<file path="src/rtl/urx_pkg.sv">
// Shared types for the oversampling receiver.
// Assumes at most 9 data bits per character.
package urx_pkg;
    localparam int DATA_MAX = 9;

    typedef enum logic [2:0] {
        ST_IDLE,
        ST_START,
        ST_DATA,
        ST_PAR,
        ST_STOP
    } rx_state_t;

    typedef struct packed {
        logic [DATA_MAX-1:0] data;
        logic                frm;
        logic                par;
    } rx_char_t;
endpackage

</file>
<file path="src/rtl/urx_sync.sv">
// Multi-flop synchronizer for the asynchronous serial line.
// Resets to the idle (high) level so that no false start edge appears.
module urx_sync #(
    parameter int STAGES = 2
) (
    input  logic clk,
    input  logic rst_n,
    input  logic din,
    output logic dout
);
    logic [STAGES-1:0] chain;

    genvar g;
    generate
        for (g = 0; g < STAGES; g++) begin : g_stage
            // one stage of the flop chain
            always_ff @(posedge clk) begin
                if (!rst_n)
                    chain[g] <= 1'b1;
                else if (g == 0)
                    chain[g] <= din;
                else
                    chain[g] <= chain[(g == 0) ? 0 : g-1];
            end
        end
    endgenerate

    assign dout = chain[STAGES-1];
endmodule

</file>
<file path="src/rtl/urx_baud_tick.sv">
// Oversampling prescaler: one tick every div+1 clocks.
// A restart reloads the count so that the sample phase aligns with the start edge.
module urx_baud_tick #(
    parameter int DIV_W = 12
) (
    input  logic             clk,
    input  logic             rst_n,
    input  logic             restart,
    input  logic [DIV_W-1:0] div,
    output logic             tick
);
    logic [DIV_W-1:0] cnt;

    // down-counter with reload at zero or on restart
    always_ff @(posedge clk) begin
        if (!rst_n)
            cnt <= '0;
        else if (restart || cnt == '0)
            cnt <= div;
        else
            cnt <= cnt - 1'b1;
    end

    assign tick = (cnt == '0) && !restart;
endmodule

</file>
<file path="src/rtl/urx_frame_fsm.sv">
// Frame sequencer: detects the start edge, counts sample ticks, votes three
// centre samples per bit, and assembles data, parity and stop results.
// Assumes that the format inputs are stable during a frame and that rx_s is synchronous.
module urx_frame_fsm
    import urx_pkg::*;
(
    input  logic       clk,
    input  logic       rst_n,
    input  logic       rx_s,
    input  logic       tick,
    input  logic       dbl_speed,
    input  logic [2:0] data_len,
    input  logic [1:0] par_mode,
    output logic       restart,
    output logic       done,
    output rx_char_t   char_o
);
    localparam int CW = 5;

    rx_state_t           state;
    logic [CW-1:0]       cnt, cnt_n, osr, v1, v2, v3;
    logic [3:0]          idx, nbits;
    logic [DATA_MAX-1:0] shreg;
    logic [1:0]          vote_q;
    logic                maj, par_acc, par_bad, frm_q, rx_prev;

    // per-mode sample positions, data length decode and the vote
    always_comb begin
        osr   = dbl_speed ? CW'(8) : CW'(16);
        v1    = osr >> 1;
        v2    = v1 + CW'(1);
        v3    = v1 + CW'(2);
        cnt_n = cnt + CW'(1);
        nbits = (data_len > 3'd4) ? 4'd9 : ({1'b0, data_len} + 4'd5);
        maj   = (vote_q[0] & vote_q[1]) | (vote_q[0] & rx_s) | (vote_q[1] & rx_s);
    end

    assign restart = (state == ST_IDLE) && rx_prev && !rx_s;

    // frame sequencing, sample counting and bit decisions
    always_ff @(posedge clk) begin
        if (!rst_n) begin
            state   <= ST_IDLE;
            cnt     <= '0;
            idx     <= '0;
            shreg   <= '0;
            vote_q  <= '0;
            par_acc <= 1'b0;
            par_bad <= 1'b0;
            frm_q   <= 1'b0;
            rx_prev <= 1'b1;
            done    <= 1'b0;
        end else begin
            rx_prev <= rx_s;
            done    <= 1'b0;
            if (state == ST_IDLE) begin
                cnt     <= '0;
                idx     <= '0;
                shreg   <= '0;
                par_acc <= 1'b0;
                par_bad <= 1'b0;
                if (restart)
                    state <= ST_START;
            end else if (tick) begin
                cnt <= cnt_n;
                if (cnt_n == v1) vote_q[0] <= rx_s;
                if (cnt_n == v2) vote_q[1] <= rx_s;
                if (cnt_n == v3) begin
                    case (state)
                        ST_START: if (maj) state <= ST_IDLE;
                        ST_DATA: begin
                            shreg[idx] <= maj;
                            par_acc    <= par_acc ^ maj;
                        end
                        ST_PAR:   par_bad <= par_acc ^ maj ^ par_mode[0];
                        ST_STOP: begin
                            frm_q <= ~maj;
                            done  <= 1'b1;
                            state <= ST_IDLE;
                        end
                        default: ;
                    endcase
                end
                if (cnt_n == osr) begin
                    cnt <= '0;
                    case (state)
                        ST_START: state <= ST_DATA;
                        ST_DATA:
                            if (idx == nbits - 4'd1)
                                state <= par_mode[1] ? ST_PAR : ST_STOP;
                            else
                                idx <= idx + 4'd1;
                        ST_PAR:   state <= ST_STOP;
                        default: ;
                    endcase
                end
            end
        end
    end

    assign char_o.data = shreg;
    assign char_o.frm  = frm_q;
    assign char_o.par  = par_bad & par_mode[1];
endmodule

</file>
<file path="src/rtl/urx_hold_buf.sv">
// One-deep holding register with overrun detection and flow control.
// A read in the same cycle as a new character frees the slot first.
module urx_hold_buf
    import urx_pkg::*;
(
    input  logic                clk,
    input  logic                rst_n,
    input  logic                load,
    input  rx_char_t            char_i,
    input  logic                rd_take,
    output logic [DATA_MAX-1:0] rx_data,
    output logic                frm_err,
    output logic                par_err,
    output logic                full,
    output logic                ovr,
    output logic                rts
);
    rx_char_t hold;

    // capture, release and overrun tracking
    always_ff @(posedge clk) begin
        if (!rst_n) begin
            hold <= '0;
            full <= 1'b0;
            ovr  <= 1'b0;
        end else begin
            if (rd_take) begin
                full <= 1'b0;
                ovr  <= 1'b0;
            end
            if (load) begin
                if (!full || rd_take) begin
                    hold <= char_i;
                    full <= 1'b1;
                end else begin
                    ovr <= 1'b1;
                end
            end
        end
    end

    assign rx_data = hold.data;
    assign frm_err = hold.frm;
    assign par_err = hold.par;
    assign rts     = ~full;
endmodule

</file>
<file path="src/rtl/uart_rx_vote.sv">
// Top of the oversampling receiver: synchronizer, prescaler, frame sequencer
// and holding register. Assumes configuration changes only while idle.
module uart_rx_vote
    import urx_pkg::*;
#(
    parameter int DIV_W = 12,
    parameter int SYNC_STAGES = 2
) (
    input  logic             clk,
    input  logic             rst_n,
    input  logic             rxd,
    input  logic [DIV_W-1:0] baud_div,
    input  logic             dbl_speed,
    input  logic [2:0]       data_len,
    input  logic [1:0]       par_mode,
    input  logic             rd_take,
    output logic [8:0]       rx_data,
    output logic             rx_full,
    output logic             frm_err,
    output logic             par_err,
    output logic             ovr_flag,
    output logic             rts_o
);
    logic     rx_s, restart, tick, done;
    rx_char_t ch;

    urx_sync #(.STAGES(SYNC_STAGES)) u_sync (
        .clk(clk), .rst_n(rst_n), .din(rxd), .dout(rx_s)
    );

    urx_baud_tick #(.DIV_W(DIV_W)) u_tick (
        .clk(clk), .rst_n(rst_n), .restart(restart), .div(baud_div), .tick(tick)
    );

    urx_frame_fsm u_fsm (
        .clk(clk), .rst_n(rst_n), .rx_s(rx_s), .tick(tick),
        .dbl_speed(dbl_speed), .data_len(data_len), .par_mode(par_mode),
        .restart(restart), .done(done), .char_o(ch)
    );

    urx_hold_buf u_buf (
        .clk(clk), .rst_n(rst_n), .load(done), .char_i(ch), .rd_take(rd_take),
        .rx_data(rx_data), .frm_err(frm_err), .par_err(par_err),
        .full(rx_full), .ovr(ovr_flag), .rts(rts_o)
    );
endmodule

</file>
<file path="config.mk">
export PLATFORM = sky130hd
export DESIGN_NAME = uart_rx_vote
export DESIGN_NICKNAME = d
export VERILOG_FILES = /design/src/rtl/urx_pkg.sv /design/src/rtl/urx_sync.sv /design/src/rtl/urx_baud_tick.sv /design/src/rtl/urx_frame_fsm.sv /design/src/rtl/urx_hold_buf.sv /design/src/rtl/uart_rx_vote.sv
export SDC_FILE = /design/constraint.sdc
export NUM_CORES = 1
export LEC_CHECK = 0
export BUFFER_PORTS_ARGS = -buffer_cell sky130_fd_sc_hd__buf_2
export CORE_ASPECT_RATIO = 0.7
export CORE_MARGIN = 4
export CORE_UTILIZATION = 53
export CTS_CLUSTER_DIAMETER = 40
export CTS_CLUSTER_SIZE = 10
export DETAILED_ROUTE_END_ITERATION = 8
export PLACE_DENSITY = 0.76
export SYNTH_ARGS = -nofsm -noshare
export SYNTH_HDL_FRONTEND = slang
export SYNTH_HIERARCHICAL = 1
export SYNTH_SLANG_ARGS = --single-unit
</file>
<file path="constraint.sdc">
create_clock -name clk -period 2.65 [get_ports clk]
set_input_delay 0.3975 -clock clk [delete_from_list [all_inputs] [get_ports clk]]
set_output_delay 0.3975 -clock clk [all_outputs]
set_load 0.05 [all_outputs]
</file>
==> flow_summary.json <==
{
  "gp_congestion": 0.857,
  "grt_pass1_wl_mm": 11.7,
  "critPathKind": "reg2reg",
  "dpl.hpwl_mm": 4.89,
  "dp.cells": 464,
  "power_density_nw_per_um2": 628,
  "slew_viol_final": 0,
  "rsz0062_at_grt": "false",
  "fin_area_um2": 3490,
  "numCtsBuffers": 5,
  "cp-end-kind": "register",
  "grt_pass1_vias": 2434,
  "place.port_buffers": 35,
  "synth_edf_count": 0,
  "max_freq_mhz": 405,
  "synthCells": 357,
  "swShare": 0.341,
  "crit_fanout": 15,
  "irDropWorstVdd_mv": 0.394,
  "cts_tree": "done",
  "layout.nets": 429,
  "power_frac_seq": 0.453,
  "clk_pin_slew_ns": 0.10,
  "layout_commonest_cell": "dfxtp_1",
  "pwr-share-comb": 0.325,
  "first_iter_violations": 180,
  "drive_above_1_share": 0.212,
  "hold_path_class": "in2reg",
  "routedWlPerCell_um": 14.3,
  "num_io_pins": 36,
  "synthDistinctLibCells": 65,
  "final_cells": 472,
  "antenna_found_initial": 0,
  "ys_seq_elements": 55,
  "gr-total-overflow": 0,
  "h-tree-depth": 2,
  "start_kind": "register",
  "drtAntennaViolNets": 0,
  "die-width_um": 101,
  "setup_viol": 0,
  "synth_ff_type": "dfxtp_1",
  "cp_data_required_time_ns": 2.87,
  "internal_power_mw": 1.44,
  "initial_core_util": 0.551,
  "track_usage": 0.197,
  "routed_wl_mm": 6.76,
  "vias": 2653,
  "firstDrtPassIters": 5,
  "tns_ns": 0,
  "antenna-diode-count": 0,
  "die_area_um2": 7340,
  "power_mw": 2.19,
  "synth_area_um2": 3190,
  "layout_common_cells": "dfxtp_1 (55), nand2_1 (53), buf_2 (35)",
  "syn2layout_area_growth_pct": 9.46,
  "skew_ns": 0.0107,
  "num_rows": 23,
  "design.core.area_um2": 5780,
  "synth_area_per_cell_um2": 8.93,
  "cts_num_sinks": 55,
  "clk_latency_ns": 0.32,
  "drc": 0,
  "layout_min_cycle_time_ns": 2.47,
  "seq_area_frac_synth": 0.345,
  "power_leakage_nw": 1.28,
  "fillers": 513,
  "whs_ns": 0.251,
  "viasPerCell": 5.62,
  "root_buffer": "clkbuf_8",
  "arrival_ns": 2.69,
  "status": "complete, no violations",
  "power_frac_clock": 0.222,
  "hold_viol_final": 0,
  "grt_max_degree": 27,
  "syn-num-nets": 390,
  "cts_buffer_depth": 2,
  "cap_violations": 0,
  "postPlaceCellArea_um2": 3390,
  "worst_pin_slew_ns": 0.469,
  "synthArstFlopShare": 0,
  "post-route-period-util": 0.932,
  "relSlewSlack": 0.687,
  "yosysWarnings": 6,
  "die_h_um": 72.9,
  "power.net_switching_uw": 747
}
critical path, stage by stage (launching register included):
cell,delay [ns]
dfxtp_1,0.40
ha_1,0.32
or4b_1,0.55
a32o_2,0.42
nor4_1,0.38
mux2i_1,0.24
nor2_1,0.06
routing by layer:
metal	GRT usage	wire length, µm
met1	0.301	3460
met2	0.282	2750
met3	0.0363	489
met4	0.0523	62
met5	0	0
stage by stage:
stage	util	setup slack (ns)
final	0.603	0.180
after global routing	0.603	0.0440
after CTS	0.601	0.0872
after detailed placement	0.586	0.0981
after global placement	0.586	0.247
after floorplan	-	0.0191
timing repair:
| item | 4_1_cts | 5_1_grt |
|---|---|---|
| hold buffers | 0 | 0 |
| endpoints found under the setup margin | 0 | 5 |
| resized for setup | 0 | 2 |
| endpoints found under the hold margin | 0 | 0 |
| buffers inserted | 0 | 0 |
path summary, 6_finish.rpt:
check	startpoint	endpoint	slack [ns]	cells past startpoint
worst min register to register	u_sync/chain[0]$_SDFF_PN1_	u_sync/dout$_SDFF_PN1_	0.42	1
worst max register to register	u_fsm/cnt[0]$_SDFFE_PP0P_	u_fsm/shreg[8]$_SDFFE_PP0P_	0.18	6
worst min-delay path	rxd	u_sync/chain[0]$_SDFF_PN1_	0.25	2
worst max-delay path	u_fsm/cnt[0]$_SDFFE_PP0P_	u_fsm/shreg[8]$_SDFFE_PP0P_	0.18	6
cells in the mapped netlist, drive strengths merged, types with 8 or more instances:
| cell type | number | area share |
|---|---|---|
| nor2b | 8 | 0.020 |
| ha | 11 | 0.043 |
| inv | 12 | 0.014 |
| nor2 | 28 | 0.035 |
| o21ai | 8 | 0.013 |
| nand2 | 53 | 0.062 |
| mux2i | 26 | 0.082 |
| dfxtp | 55 | 0.35 |
| a211oi | 10 | 0.025 |
| nand3 | 12 | 0.019 |
| buf | 12 | 0.035 |
| a21oi | 20 | 0.033 |
| xnor2 | 11 | 0.030 |
| nor4 | 13 | 0.046 |
registers in the layout, summed over array words and instances (netlist names), 2 cells and up:
register and count:
u_tick/cnt 12, u_buf/rx_data 9, u_fsm/shreg 9, u_fsm/cnt 5, u_fsm/idx 4, u_fsm/state 3
u_fsm/vote_q 2
cell type report:
cell class | instances | area, µm² | share of cell area
clock buffers | 5 | 68.8 | 0.0197
flip-flops and latches | 55 | 1100 | 0.316
multi-input cells | 272 | 1870 | 0.536
repair buffers | 50 | 288 | 0.0825
clock inverters | 3 | 22.5 | 0.00645
well taps | 75 | 93.8 | 0.0269
inverters | 12 | 45.0 | 0.0129
power groups by stage:
stage          Sequential, mW  Combinational [mW]  Clock, mW
5_1_grt                  1.01               0.788      0.533
2_1_floorplan           0.993               0.507          0
3_3_place_gp             1.01               0.692          0
4_1_cts                 0.992               0.702      0.500
3_5_place_dp             1.01               0.695          0
6_report                0.994               0.712      0.486
logic make-up after synthesis:
kind of cell	after synthesis	synth area share
muxes	26	0.0816
xor gates and xnor gates	14	0.0385
adders and majority gates	12	0.0463
and+or+nand+nor	159	0.284
DFF	55	0.345
buffers and inverters	30	0.0742
AOI/OAI and AO/OA	61	0.130
Power figures use the tool's default switching activity.
